`config.mk`:
```
export PLATFORM = sky130hd
export DESIGN_NAME = irq_entry_seq
export DESIGN_NICKNAME = d
export VERILOG_FILES = /design/src/rtl/ies_pkg.sv /design/src/rtl/ies_phys_addr.sv /design/src/rtl/ies_flag_mask.sv /design/src/rtl/ies_step_ctrl.sv /design/src/rtl/irq_entry_seq.sv
export SDC_FILE = /design/constraint.sdc
export NUM_CORES = 1
export LEC_CHECK = 0
export BUFFER_PORTS_ARGS = -buffer_cell sky130_fd_sc_hd__clkbuf_2
export CAP_MARGIN = 15
export CORE_ASPECT_RATIO = 1.2
export CORE_UTILIZATION = 40
export CTS_CLUSTER_SIZE = 12
export DETAILED_ROUTE_END_ITERATION = 16
export GPL_TIMING_DRIVEN = 0
export MAX_ROUTING_LAYER = met4
export PLACE_DENSITY = 0.68
export REMOVE_ABC_BUFFERS = 1
export SLEW_MARGIN = 30
export SYNTH_ARGS = -nofsm -noshare
export SYNTH_HDL_FRONTEND = slang
export SYNTH_SLANG_ARGS = --single-unit
```
`constraint.sdc`:
```
create_clock -name clk -period 2.9 [get_ports clk]
set_clock_uncertainty 0.1 [all_clocks]
set_input_delay 0.145 -clock clk [delete_from_list [all_inputs] [get_ports clk]]
set_output_delay 0.145 -clock clk [all_outputs]
set_load 0.005 [all_outputs]
```
`src/rtl/ies_pkg.sv`:
```
package ies_pkg;

   typedef enum logic [2:0] {
      ST_IDLE    = 3'd0,
      ST_PUSH_FL = 3'd1,
      ST_PUSH_CS = 3'd2,
      ST_PUSH_IP = 3'd3,
      ST_VEC_IP  = 3'd4,
      ST_VEC_CS  = 3'd5,
      ST_FIN     = 3'd6
   } ies_step_e;

   function automatic logic step_is_push(ies_step_e s);
      return (s == ST_PUSH_FL) || (s == ST_PUSH_CS) || (s == ST_PUSH_IP);
   endfunction

   function automatic logic step_is_vec(ies_step_e s);
      return (s == ST_VEC_IP) || (s == ST_VEC_CS);
   endfunction

endpackage

```
`src/rtl/ies_phys_addr.sv`:
```
module ies_phys_addr #(
   parameter int OFS_W     = 16,
   parameter int SEG_SHIFT = 4,
   parameter int ADDR_W    = OFS_W + SEG_SHIFT
) (
   input  logic [OFS_W-1:0]  seg,
   input  logic [OFS_W-1:0]  ofs,
   output logic [ADDR_W-1:0] phys
);
   if (ADDR_W < OFS_W) begin : g_bad_w
      $error("ies_phys_addr: ADDR_W must be at least OFS_W");
   end

   if (SEG_SHIFT == 0) begin : g_flat
      assign phys = ADDR_W'(seg) + ADDR_W'(ofs);
   end else begin : g_shifted
      logic [OFS_W+SEG_SHIFT-1:0] seg_base;
      assign seg_base = {seg, {SEG_SHIFT{1'b0}}};
      assign phys     = ADDR_W'(seg_base) + ADDR_W'(ofs);
   end
endmodule

```
`src/rtl/ies_flag_mask.sv`:
```
module ies_flag_mask #(
   parameter int W        = 16,
   parameter int IE_POS   = 9,
   parameter int TRAP_POS = 8
) (
   input  logic [W-1:0] flags_raw,
   output logic [W-1:0] flags_masked
);
   if (IE_POS >= W || TRAP_POS >= W || IE_POS == TRAP_POS) begin : g_bad_pos
      $error("ies_flag_mask: flag positions out of range or equal");
   end

   for (genvar i = 0; i < W; i++) begin : g_bit
      if (i == IE_POS || i == TRAP_POS) begin : g_clr
         assign flags_masked[i] = 1'b0;
      end else begin : g_keep
         assign flags_masked[i] = flags_raw[i];
      end
   end
endmodule

```
`src/rtl/ies_step_ctrl.sv`:
```
module ies_step_ctrl
   import ies_pkg::*;
(
   input  logic      clk,
   input  logic      rst_n,
   input  logic      start,
   input  logic      ack,
   output ies_step_e step,
   output logic      accept,
   output logic      advance
);
   ies_step_e step_q, step_d;

   assign accept  = (step_q == ST_IDLE) && start;
   assign advance = (step_is_push(step_q) || step_is_vec(step_q)) && ack;

   always_comb begin
      step_d = step_q;
      unique case (step_q)
         ST_IDLE:    if (start)   step_d = ST_PUSH_FL;
         ST_PUSH_FL: if (advance) step_d = ST_PUSH_CS;
         ST_PUSH_CS: if (advance) step_d = ST_PUSH_IP;
         ST_PUSH_IP: if (advance) step_d = ST_VEC_IP;
         ST_VEC_IP:  if (advance) step_d = ST_VEC_CS;
         ST_VEC_CS:  if (advance) step_d = ST_FIN;
         ST_FIN:                  step_d = ST_IDLE;
         default:                 step_d = ST_IDLE;
      endcase
   end

   always_ff @(posedge clk or negedge rst_n) begin
      if (!rst_n) step_q <= ST_IDLE;
      else        step_q <= step_d;
   end

   assign step = step_q;


   idle_hold_chk: assert property (@(posedge clk) disable iff (!rst_n)
      (step_q == ST_IDLE && !start) |=> (step_q == ST_IDLE));


   wait_hold_chk: assert property (@(posedge clk) disable iff (!rst_n)
      (step_q != ST_IDLE && step_q != ST_FIN && !ack) |=> $stable(step_q));


   fin_once_chk: assert property (@(posedge clk) disable iff (!rst_n)
      (step_q == ST_FIN) |=> (step_q == ST_IDLE));
endmodule

```
`src/rtl/irq_entry_seq.sv`:
```
module irq_entry_seq
   import ies_pkg::*;
#(
   parameter int DATA_W    = 16,
   parameter int TYPE_W    = 8,
   parameter int SEG_SHIFT = 4,
   parameter int IE_POS    = 9,
   parameter int TRAP_POS  = 8,
   localparam int ADDR_W   = DATA_W + SEG_SHIFT
) (
   input  logic              clk,
   input  logic              rst_n,
   input  logic              irq_req,
   input  logic [TYPE_W-1:0] irq_type,
   input  logic              insn_done,
   input  logic [DATA_W-1:0] flags_in,
   input  logic [DATA_W-1:0] cs_in,
   input  logic [DATA_W-1:0] ip_in,
   input  logic [DATA_W-1:0] ss_in,
   input  logic [DATA_W-1:0] sp_in,
   output logic              mem_req,
   output logic              mem_we,
   output logic [ADDR_W-1:0] mem_addr,
   output logic [DATA_W-1:0] mem_wdata,
   input  logic [DATA_W-1:0] mem_rdata,
   input  logic              mem_ack,
   output logic              busy,
   output logic              done,
   output logic [DATA_W-1:0] new_flags,
   output logic [DATA_W-1:0] new_cs,
   output logic [DATA_W-1:0] new_ip,
   output logic [DATA_W-1:0] new_sp
);
   localparam int WORD_BYTES = DATA_W / 8;
   localparam int VEC_SHIFT  = $clog2(2 * WORD_BYTES);
   localparam int VEC_TOP    = TYPE_W + VEC_SHIFT;

   if (DATA_W % 8 != 0 || DATA_W < 16) begin : g_bad_data
      $error("irq_entry_seq: DATA_W must be a multiple of 8, at least 16");
   end
   if (VEC_TOP > DATA_W) begin : g_bad_type
      $error("irq_entry_seq: vector table does not fit one offset word");
   end

   ies_step_e         step;
   logic              accept, advance;
   logic [TYPE_W-1:0] type_q;
   logic [DATA_W-1:0] flags_q, cs_q, ip_q, ss_q, sp_q;
   logic [DATA_W-1:0] vec_ip_q, vec_cs_q;
   logic [DATA_W-1:0] seg_sel, ofs_sel, vec_ofs;
   logic [DATA_W-1:0] flags_clr;

   ies_step_ctrl u_ctrl (
      .clk     (clk),
      .rst_n   (rst_n),
      .start   (irq_req && insn_done),
      .ack     (mem_ack),
      .step    (step),
      .accept  (accept),
      .advance (advance)
   );

   always_ff @(posedge clk or negedge rst_n) begin
      if (!rst_n) begin
         type_q  <= '0;
         flags_q <= '0;
         cs_q    <= '0;
         ip_q    <= '0;
         ss_q    <= '0;
         sp_q    <= '0;
      end else if (accept) begin
         type_q  <= irq_type;
         flags_q <= flags_in;
         cs_q    <= cs_in;
         ip_q    <= ip_in;
         ss_q    <= ss_in;
         sp_q    <= sp_in - DATA_W'(WORD_BYTES);
      end else if (advance && (step == ST_PUSH_FL || step == ST_PUSH_CS)) begin
         sp_q    <= sp_q - DATA_W'(WORD_BYTES);
      end
   end

   always_ff @(posedge clk or negedge rst_n) begin
      if (!rst_n) begin
         vec_ip_q <= '0;
         vec_cs_q <= '0;
      end else if (advance) begin
         if (step == ST_VEC_IP) vec_ip_q <= mem_rdata;
         if (step == ST_VEC_CS) vec_cs_q <= mem_rdata;
      end
   end

   assign vec_ofs = DATA_W'({type_q, {VEC_SHIFT{1'b0}}})
                  + ((step == ST_VEC_CS) ? DATA_W'(WORD_BYTES) : '0);

   always_comb begin
      if (step_is_vec(step)) begin
         seg_sel = '0;
         ofs_sel = vec_ofs;
      end else begin
         seg_sel = ss_q;
         ofs_sel = sp_q;
      end
   end

   ies_phys_addr #(
      .OFS_W     (DATA_W),
      .SEG_SHIFT (SEG_SHIFT),
      .ADDR_W    (ADDR_W)
   ) u_addr (
      .seg  (seg_sel),
      .ofs  (ofs_sel),
      .phys (mem_addr)
   );

   always_comb begin
      unique case (step)
         ST_PUSH_FL: mem_wdata = flags_q;
         ST_PUSH_CS: mem_wdata = cs_q;
         ST_PUSH_IP: mem_wdata = ip_q;
         default:    mem_wdata = '0;
      endcase
   end

   ies_flag_mask #(
      .W        (DATA_W),
      .IE_POS   (IE_POS),
      .TRAP_POS (TRAP_POS)
   ) u_mask (
      .flags_raw    (flags_q),
      .flags_masked (flags_clr)
   );

   assign mem_req   = step_is_push(step) || step_is_vec(step);
   assign mem_we    = step_is_push(step);
   assign busy      = (step != ST_IDLE);
   assign done      = (step == ST_FIN);
   assign new_flags = flags_clr;
   assign new_cs    = vec_cs_q;
   assign new_ip    = vec_ip_q;
   assign new_sp    = sp_q;


   reset_quiet_chk: assert property (@(posedge clk)
      !rst_n |-> (!mem_req && !busy && !done));


   port_stable_chk: assert property (@(posedge clk) disable iff (!rst_n)
      (mem_req && !mem_ack) |=> (mem_req && $stable(mem_addr)
                                 && $stable(mem_we) && $stable(mem_wdata)));


   type_locked_chk: assert property (@(posedge clk) disable iff (!rst_n)
      (busy && !done) |=> ($stable(type_q) && $stable(flags_q)));


   vec_low_chk: assert property (@(posedge clk) disable iff (!rst_n)
      (mem_req && !mem_we) |-> (mem_addr >> VEC_TOP) == '0);


   flags_clear_chk: assert property (@(posedge clk) disable iff (!rst_n)
      done |-> (!new_flags[IE_POS] && !new_flags[TRAP_POS]));


   done_pulse_chk: assert property (@(posedge clk) disable iff (!rst_n)
      done |=> !done);


   sp_step_chk: assert property (@(posedge clk) disable iff (!rst_n)
      (mem_ack && mem_we && step != ST_PUSH_IP && busy)
         |=> (sp_q == $past(sp_q) - DATA_W'(WORD_BYTES)));
endmodule

```
* Yosys cells after proc, flatten, opt, wreduce, memory -nomap -nowiden
Cells that the tools add are included.
** Storage, ports and cells
- Output and inout bits :: 104
- Word-level logic and storage cells :: 52
- Flip-flop bits (word level) :: 123
** Operators by class
- Add/subtract/negate cells :: 4
- Multiplexer cells :: 13
- Eq/ne operators :: 12
- Reductions and logical operators :: 14
** Operator list (count)
- 16-bit two-way mux :: 4
- 16-bit case mux with 3 select lines :: 1
- 16-bit by 2-bit subtractor with 16-bit output, second input constant :: 2
- 20-bit by 16-bit adder with 20-bit output :: 1
- 3-bit two-way mux :: 6
- 3-bit case mux with 6 select lines :: 1
- 10-bit by 2-bit adder with 11-bit output :: 1
- 2-bit != test, second input constant :: 5
- 3-bit equality test, second input constant :: 3
- 3-bit by 2-bit equality test with 1-bit output, second input constant :: 2
- 6-bit AND reduction :: 1
- 1-bit logical AND :: 4
- 1-bit logical OR :: 4
- 2-bit AND reduction :: 2
- 3-bit by 1-bit equality test with 1-bit output, second input constant :: 1
- 3-bit logical NOT :: 1
- 3-bit nonzero test :: 1
- 2-bit two-way mux :: 1
- 2-bit by 1-bit != test with 1-bit output, second input constant :: 1
- 2-bit nonzero test :: 1

* Longest topological paths before layout
Gate-level depths: netlist of run 1.
- Depth in word-level cells :: 8
- Gate-level depth with buffers :: 14
- Depth with buffers taken out :: 11

* By module
Synthesis of run 1 repeated with hierarchy kept, for this count alone.
** Second synthesis, totals
- Cells, all modules :: 590
- Area total of the unflattened synthesis :: 6934.2 um2
** Modules (own cells, without submodules)
- irq_entry_seq :: area each 5809.3 um2, cells each 446, times used 1
- ies_phys_addr :: area each 820.8 um2, cells each 108, times used 1
- ies_step_ctrl :: area each 180.2 um2, cells each 19, times used 1
- ies_flag_mask :: area each 123.9 um2, cells each 17, times used 1

* Least setup slack after synthesis of run 1
No wires, ideal clock.
- Path type :: register -> output
- Start :: register u_ctrl.step_q[1], in the netlist u_ctrl.step[1]
- End :: output port mem_addr[18]
- Data arrival time :: 2.934 ns
- Cell stages (with the launch flop) :: 14
- Path slack :: -0.279 ns
- Required time :: 2.655 ns
- Cells stage by stage :: dfrtp_1 buf_2 nand2b_1 clkbuf_1 nand2_1 nand2_1 ha_1 fa_1 a211oi_1 o21bai_1 a21oi_1 o21ai_0 and4_1 nor3_1
** Between the ends
- Longest elaborated chain between the ends :: 5
- Elaborated cells on any way between the ends :: 8
** Ends and longest elaborated chain
- start, declared :: RTL line ies_step_ctrl.sv:12 : ies_step_e step_q, step_d;
- start signal, assigned :: RTL line ies_step_ctrl.sv:33 : else step_q <= step_d;
- 3-bit equality test :: RTL line ies_pkg.sv:18, irq_entry_seq.sv:94
- 2-bit two-way mux :: RTL line irq_entry_seq.sv:94 : + ((step == ST_VEC_CS) ? DATA_W'(WORD_BYTES) : '0);
- 10-bit by 2-bit adder with 11-bit output :: RTL line irq_entry_seq.sv:94
- 16-bit two-way mux :: RTL line irq_entry_seq.sv:97 : if (step_is_vec(step)) begin
- 20-bit by 16-bit adder with 20-bit output * :: RTL line ies_phys_addr.sv:19 : assign phys = ADDR_W'(seg_base) + ADDR_W'(ofs);
- end, declared :: RTL line irq_entry_seq.sv:23 : output logic [ADDR_W-1:0] mem_addr,
Every way passes the cells marked *; elsewhere a longest branch is shown, timed or not.

* Final worst setup path of run 1
- Start :: register u_ctrl.step_q[1], in the netlist u_ctrl.step[1]
- End :: output port mem_addr[14]
Same word-level chain as after synthesis.

==> results of run 1 <==
## worst reg2reg max path: stages (launching register included)
cell,delay (ns)
dfrtp_4,0.50
buf_4,0.18
nor3_4,0.21
buf_6,0.15
nand2_8,0.07
mux2i_2,0.21
ha_2,0.25
nor2b_4,0.19
o2111ai_4,0.12
o31ai_4,0.11
o21ai_2,0.10
mux2_1,0.33
a211oi_2,0.19
## power by group through the flow
| stage | combinational [uW] | clock [uW] | sequential (uW) |
|---|---|---|---|
| after floorplan | 2650 | 0 | 3120 |
| after detailed placement | 4320 | 0 | 3320 |
| after global routing | 6190 | 2150 | 3320 |
| after CTS | 5200 | 2070 | 3190 |
| final | 5650 | 2030 | 3210 |
| after global placement | 4220 | 0 | 3270 |
## registers in the layout, indices dropped and copies added (netlist names)
name and flops:
cs_q 16, flags_q 16, ip_q 16, new_cs 16, new_ip 16, new_sp 16, ss_q 16, type_q 8
u_ctrl.step 3
## layout by cell type (no fill, tap or decap), drive strengths merged, types with 13 or more instances in the layout
cell type and count:
nor2 50, nor3 15, mux2 53, a22oi 15
clkbuf 218, nand2 275, and2 21, o21ai 26
ha 13, a21oi 27, dlygate4sd3 96, buf 60
dfrtp 123
## cells by family (layout without fill, tap and decap cells)
group / after synthesis / in the layout / share of synthesized area
mux: 58 / 58 / 0.0954
simple gates: 389 / 393 / 0.242
compound gates: 118 / 118 / 0.117
fa+ha+maj: 14 / 14 / 0.0269
xor+xnor: 12 / 12 / 0.0155
flops: 123 / 123 / 0.454
other cells: 1 / 2 / 0.000553
buf+inv: 62 / 391 / 0.0485
## layout make-up
cell class | instances | area [um^2] | share of cell area
Tap cell | 212 | 265 | 0.0260
Multi-Input combinational cell | 597 | 3720 | 0.365
Inverter | 3 | 11.3 | 0.00110
Clock buffer | 18 | 429 | 0.0421
Timing Repair Buffer | 356 | 2540 | 0.249
Clock inverter | 14 | 139 | 0.0136
Sequential cell | 123 | 3090 | 0.303
## routing by layer
layer,track usage,part of all wire,vias to the layer above
met4,0.0962,0.022,0
met5,-,0,-
met3,0.0536,0.048,39
met1,0.292,0.41,3263
met2,0.448,0.52,239
li1,-,-,3256
## worst paths after layout
| kind | endpoint | from | cells after the start | slack [ns] |
|---|---|---|---|---|
| setup / recovery | mem_addr[14] | u_ctrl.step[1] | 13 | -0.38 |
| hold / removal | new_sp[13] | sp_in[13] | 3 | 0.02 |
| setup reg to reg | new_sp[13] | u_ctrl.step[1] | 12 | 0.11 |
| hold reg to reg | ip_q[3] | ip_q[3] | 2 | 0.37 |
| max in group asynchronous | u_ctrl.step[2] | rst_n | 3 | 1.82 |
| min in group asynchronous | new_ip[8] | rst_n | 2 | 0.17 |
## through the flow
stage	total power [uW]	util	setup TNS, ns	cell area [um^2]	setup WS, ns
final	10900	0.622	-2.78	10200	-0.384
after global routing	11700	0.622	-4.18	10200	-0.519
after CTS	10500	0.608	-2.09	9960	-0.318
after detailed placement	7640	0.485	-28.19	7950	-1.58
after global placement	7490	0.475	-455.02	7780	-5.07
after floorplan	5770	-	-154.81	6470	-2.41
## what timing repair did
action | in CTS | in global routing
hold endpoints to repair | 177 | 0
endpoints found under the setup margin | 56 | 17
hold buffers | 96 | 0
pin swaps | 22 | 16
gates resized for setup | 39 | 36
gates cloned | 4 | 0
setup buffers | 32 | 13
==> metrics.cfg, run 1 <==
[logic_synthesis]
synth_area_leaders = dfrtp_1 45%, nand2_1 15%, mux2_2 8.6%, nor2_1 2.8%, ha_1 2.4%
syn_avg_cell_area_um2 = 8.73
synth-seq-area-share = 0.454
synth_area_um2 = 6780
synth_edf_count = 0
syn_inst = 777
ys_seq_elements = 123
synth_warnings = 0
yosys.cell_count.top_type = nand2_1
yosys-top-cells-count = 271 x nand2_1, 123 x dfrtp_1, 52 x mux2_2
synth_top_area_share = 0.454
async_flop_share = 1.00
ys.flop_type = dfrtp_1
ys_types = 57
synth_largest_area_cell = dfrtp_1

[outcome]
violations = negative setup slack
status = finished, violations left

[power_and_ir_drop]
p_leak_uw = 0.00510
internal_power_uw = 6560
pwr-share-comb = 0.519
p_sw_uw = 4330
swShare = 0.398
seq_power_share = 0.295
ir_drop_uv = 551
powerDensity_nw_per_um2 = 1070
p_clk_frac = 0.186

[grt]
grt_pass1_wl_mm = 33.5
grt.overflow.total = 0
antenna_found_initial = 0
grt_use_total = 0.258
grt_max_degree = 68
grt_pass1_vias = 6773

[cells_and_area]
drive_gt1_frac = 0.365
syn2layout_area_growth_pct = 50.3
final_nets = 1221
nFillCells = 1359
diodes = 0
final_cells = 1323

[critical_path]
crit_type = reg -> out
path_max_fanout = 3
start_kind = register
worstPathArrival_ns = 3.04
max_stage_delay_ns = 0.50
path_cells = nand2b_4 > nand2_1 > nand2_2 > ha_4 > fa_2 > a211oi_4 > o21bai_1 > a21oi_2 > buf_4 > o21bai_1 > a21oi_2 > xnor2_1 > buf_2
critPathTopFamily = compound AO/OA/AOI/OAI gates
end_kind = primary output
cp_slowest_cell = dfrtp_4
cp.buffers_inverters = 2
required_ns = 2.65

[timing]
holdWs_ns = 0.0160
timing.final.ws_setup_ns = -0.384
rsz0062_at_grt = yes
hold_viol = 0
final.period_utilization = 1.13
period_minus_slack_ns = 3.28
setup_violations = 12
tightest_slew_ns = 0.900
max_freq_mhz = 304
maxSlewHeadroom = 0.399
report.final.slew_viol_count = 0

[placed_design]
dp_cells = 1146
place_congestion = 0.869
hpwl_mm = 12.6
portBuffers = 210

[cts]
cts_buffers = 17
cts_tree = built
cts-root-buf = clkbuf_16
ctsHtreeMaxLevel = 4
clk_latency_ns = 0.41
clockBufferDepth = 2
cts.sinks = 123
path_clk_slew_ns = 0.06

[floorplanning]
die_w_um = 121
rows = 51
initial_core_util = 0.414
core_area_um2 = 16400
io_pins = 213
die-area_um2 = 17500
die_h_um = 145

[routing]
wl_mm = 21.6
first_iter_violations = 339
avgRoutedWirePerCell_um = 16.3
antenna_left = 0
routed_via_density = 5.14
vias = 6797
first_pass_iters = 5
drcViolationCount = 0

[hold_path]
min_path_type = in -> reg

[job]
cap_violations = 0

(Power assumes the default switching activity.)
==> run 2, diff against run 1 <==
--- a/config.mk
+++ b/config.mk
@@ -13,7 +13,7 @@
 export DETAILED_ROUTE_END_ITERATION = 16
 export GPL_TIMING_DRIVEN = 0
 export MAX_ROUTING_LAYER = met4
-export PLACE_DENSITY = 0.68
+export PLACE_DENSITY = 0.77
 export REMOVE_ABC_BUFFERS = 1
 export SLEW_MARGIN = 30
 export SYNTH_ARGS = -nofsm -noshare
==> metrics.cfg, run 2 (synthesis results as in run 1) <==
[outcome]
status = finished, violations left
violations = negative setup slack

[hold_path]
whs_path_depth = 4
min_path_type = in -> reg

[cts]
cts-root-buf = clkbuf_16
cts_buffers = 17
clk_latency_ns = 0.41
ctsHtreeMaxLevel = 4
cts_tree = built
clockBufferDepth = 2
cts.sinks = 123
path_clk_slew_ns = 0.06

[cells_and_area]
final_cells = 1322
regArea_um2 = 3090
drive_gt1_frac = 0.359
syn2layout_area_growth_pct = 50.0
final_cell_mix = 263 x nand2_1, 202 x clkbuf_2, 120 x dfrtp_1
nFillCells = 1322
final_nets = 1220
final_area_um2 = 10200
diodes = 0
final_common_cell = nand2_1
multiInputGateArea_um2 = 3700
utilization = 0.621

[critical_path]
crit_type = reg -> out
required_ns = 2.65
start_kind = register
path_cells = buf_6 > nor2b_4 > buf_4 > nand2_1 > nand2_1 > ha_4 > o21ai_0 > o21bai_1 > a21oi_2 > buf_4 > o21bai_1 > a21oi_1 > xnor2_1 > clkbuf_2
cp_slowest_cell = dfrtp_4
worstPathArrival_ns = 2.96
reg2reg_depth = 11
end_kind = primary output
path_max_fanout = 6
max_stage_delay_ns = 0.49

[power_and_ir_drop]
power_uw = 11000
p_leak_uw = 0.00510
ir_drop_uv = 495
powerDensity_nw_per_um2 = 1080

[timing]
final.period_utilization = 1.10
setup_violations = 11
max_freq_mhz = 312
rsz0062_at_grt = yes
hold_viol = 0
timing.final.ws_setup_ns = -0.301
period_minus_slack_ns = 3.20
maxSlewHeadroom = 0.374
tightest_slew_ns = 0.935
report.final.slew_viol_count = 0

[grt]
antenna_found_initial = 0
grt_max_degree = 70
grt_use_total = 0.265
grt.overflow.total = 0
grt_pass1_vias = 7095
grt_pass1_wl_mm = 34.6

[routing]
antenna_left = 0
first_iter_violations = 404
drcViolationCount = 0
routed_via_density = 5.24
wl_mm = 22.4
first_pass_iters = 7
vias = 6928
avgRoutedWirePerCell_um = 17.0

[floorplanning]
die-area_um2 = 17500
initial_core_util = 0.414
die_h_um = 145
core_area_um2 = 16400
die_w_um = 121
io_pins = 213
rows = 51

[placed_design]
pre_cts_ws_ns = -1.53
portBuffers = 210
dp_cells = 1145
hpwl_mm = 12.4
placed_cell_area_um2 = 7940
place_congestion = 0.890

[job]
cap_violations = 0

## run 2: changes by cell type in the layout (fill, tap and decap cells not counted), moves of 3 or more
cell	before	now
a21oi_1	21	24
a21oi_2	6	3
buf_2	10	7
clkbuf_2	199	202
## run 2: path summary, 6_finish.rpt
check | to | startpoint | slack, ns
max | mem_addr[14] | u_ctrl.step[1] | -0.30
max reg2reg | new_sp[10] | u_ctrl.step[1] | 0.06
max in group asynchronous | u_ctrl.step[0] | rst_n | 1.80
min | new_sp[7] | sp_in[7] | 0.02
min reg2reg | ss_q[8] | ss_q[8] | 0.37
min in group asynchronous | new_cs[0] | rst_n | 0.16
## run 2: repair_timing
| item | CTS | global route |
|---|---|---|
| endpoints found under the hold margin | 165 | 0 |
| setup buffers | 34 | 10 |
| resized for setup | 36 | 29 |
| hold buffers | 96 | 0 |
| endpoints found under the setup margin | 58 | 20 |
| gates cloned | 5 | 0 |
| pin swaps | 25 | 15 |
## run 2: report_power, final
| group | switching (uW) | internal, uW |
|---|---|---|
| Combinational | 2800 | 2740 |
| Clock | 849 | 1370 |
| Sequential | 708 | 2520 |
## run 2: per-stage QoR
step	hold slack [ns]	TNS (ns)
global route	0.0261	-3.63
global placement	0.235	-430.58
floorplan	-0.251	-154.81
detailed placement	0.0445	-26.25
CTS	0.000472	-2.04
finish	0.0215	-2.29
## run 2: routing by layer
layer,global-route usage,vias up,part of all wire
met5,-,-,0
met4,0.101,0,0.017
li1,-,3253,-
met2,0.472,285,0.54
met1,0.290,3357,0.38
met3,0.0552,33,0.060
## run 2: area by class of cell
class / count / area share
multi-input cells: 598 / 0.364
well taps: 212 / 0.0261
flip-flops and latches: 123 / 0.304
clock inverters: 14 / 0.0181
repair buffers: 354 / 0.245
inverters: 3 / 0.00111
clock buffers: 18 / 0.0422
## run 2: worst max-delay path: cells and delay by family, from the launching register on
family / cells / cell delay [ns]
AO/OA/AOI/OAI: 5 / 0.78
XOR/XNOR: 1 / 0.14
adder cells (fa/ha/maj): 1 / 0.23
buffers and inverters: 4 / 0.56
flip-flops: 1 / 0.49
AND/OR/NAND/NOR: 3 / 0.35
==> run 3, diff against run 2 <==
--- a/config.mk
+++ b/config.mk
@@ -13,7 +13,7 @@
 export DETAILED_ROUTE_END_ITERATION = 16
 export GPL_TIMING_DRIVEN = 0
 export MAX_ROUTING_LAYER = met4
-export PLACE_DENSITY = 0.77
+export PLACE_DENSITY = 0.65
 export REMOVE_ABC_BUFFERS = 1
 export SLEW_MARGIN = 30
 export SYNTH_ARGS = -nofsm -noshare
==> metrics.cfg, run 3 (synthesis results as in run 1) <==
[timing]
max_freq_mhz = 309
rsz0062_at_grt = yes
final.period_utilization = 1.12
holdWs_ns = 0.0182
report.final.slew_viol_count = 0
tightest_slew_ns = 0.873
setup_violations = 11
timing.final.ws_setup_ns = -0.335
hold_viol = 0
period_minus_slack_ns = 3.23
maxSlewHeadroom = 0.418

[routing]
first_pass_iters = 5
vias = 6699
routed_via_density = 5.09
wl_mm = 21.2
drcViolationCount = 0
avgRoutedWirePerCell_um = 16.1
antenna_left = 0
first_iter_violations = 264

[power_and_ir_drop]
p_leak_uw = 0.00505
ir_drop_uv = 492
powerDensity_nw_per_um2 = 1060

[hold_path]
min_path_type = in -> reg

[grt]
grt.overflow.total = 0
grt_use_met3 = 0.0517
grt_use_total = 0.251
grt_pass1_vias = 6549
grt_pass1_wl_mm = 32.7
met2_usage = 0.441
busiest_layer = met2
use_met1 = 0.285
antenna_found_initial = 0
grt_max_degree = 72

[critical_path]
cp_slowest_cell = dfrtp_4
end_kind = primary output
path_max_fanout = 3
start_kind = register
path_cells = nand2b_4 > and2_4 > ha_4 > fa_2 > a211oi_4 > o21bai_4 > a21oi_2 > buf_4 > o21bai_1 > a21oi_1 > xnor2_1 > buf_2
max_stage_delay_ns = 0.49
worstPathArrival_ns = 2.99
required_ns = 2.65
crit_type = reg -> out

[floorplanning]
die_w_um = 121
die-area_um2 = 17500
initial_core_util = 0.414
rows = 51
die_h_um = 145
core_area_um2 = 16400
io_pins = 213

[cts]
cts-root-buf = clkbuf_16
ctsHtreeMaxLevel = 4
cts.sinks = 123
path_clk_slew_ns = 0.06
clockBufferDepth = 2
cts_tree = built
clk_latency_ns = 0.42
cts_buffers = 17

[cells_and_area]
utilization = 0.615
final_cells = 1317
drive_gt1_frac = 0.348
diodes = 0
final_common_cell = nand2_1
final_nets = 1215
final_area_um2 = 10100
syn2layout_area_growth_pct = 48.6
final_cell_mix = 266 x nand2_1, 198 x clkbuf_2, 120 x dfrtp_1

[placed_design]
hpwl_mm = 12.6
placed_cell_area_um2 = 7960
dp_cells = 1146
portBuffers = 210
place_congestion = 0.835

[job]
cap_violations = 0

[outcome]
status = finished, violations left
violations = negative setup slack

run 3: area by class of cell:
| type | instances | area [um^2] |
|---|---|---|
| Sequential cell | 123 | 3090 |
| Fill cell | 1386 | 6320 |
| Multi-Input combinational cell | 597 | 3650 |
| Clock inverter | 15 | 154 |
| Tap cell | 212 | 265 |
| Inverter | 3 | 11.3 |
| Timing Repair Buffer | 350 | 2490 |
| Clock buffer | 17 | 425 |
run 3: metal layers:
metal,vias to the layer above,wire length [um]
met4,0,354
li1,3246,-
met3,30,1200
met5,-,0
met1,3175,8530
met2,248,11100
run 3: what timing repair did:
action / 4_1_cts / 5_1_grt
hold buffers: 99 / 0
setup buffers: 26 / 9
endpoints found under the hold margin: 166 / 0
endpoints found under the setup margin: 55 / 15
pin swaps: 13 / 14
gates resized for setup: 31 / 28
gates cloned: 4 / 1
run 3: critical path, delay by kind of cell, from the launching register on:
family / cells / cell delay [ns]
AOI/OAI and AO/OA: 5 / 0.79
xor gates and xnor gates: 1 / 0.12
adders and majority gates: 2 / 0.57
buffers and inverters: 2 / 0.26
DFF: 1 / 0.49
and+or+nand+nor: 2 / 0.33
run 3: final timing paths:
check / from / to / slack (ns) / cells after the start
min in group asynchronous: rst_n / new_ip[9] / 0.14 / 2
max in group asynchronous: rst_n / u_ctrl.step[2] / 1.83 / 3
min reg2reg: cs_q[6] / cs_q[6] / 0.37 / 2
max reg2reg: u_ctrl.step[2] / new_sp[13] / 0.11 / 12
min: sp_in[14] / new_sp[14] / 0.02 / 4
max: u_ctrl.step[1] / mem_addr[14] / -0.33 / 12
run 3: through the flow:
step                      TNS (ns)  total power (uW)  worst slack, ns
after CTS                    -2.20             10500           -0.315
after detailed placement    -24.26              7640            -1.51
after floorplan            -154.81              5770            -2.41
after global placement     -456.84              7500            -5.15
after global routing         -3.75             11500           -0.446
final                        -2.27             10700           -0.335
run 3: power breakdown:
part	switching [uW]	internal (uW)	leakage, uW	total, uW
clock	881	1210	0.000270	2090
combinational	2750	2670	0.00326	5420
sequential	644	2520	0.00153	3170
total	4270	6410	0.00505	10700
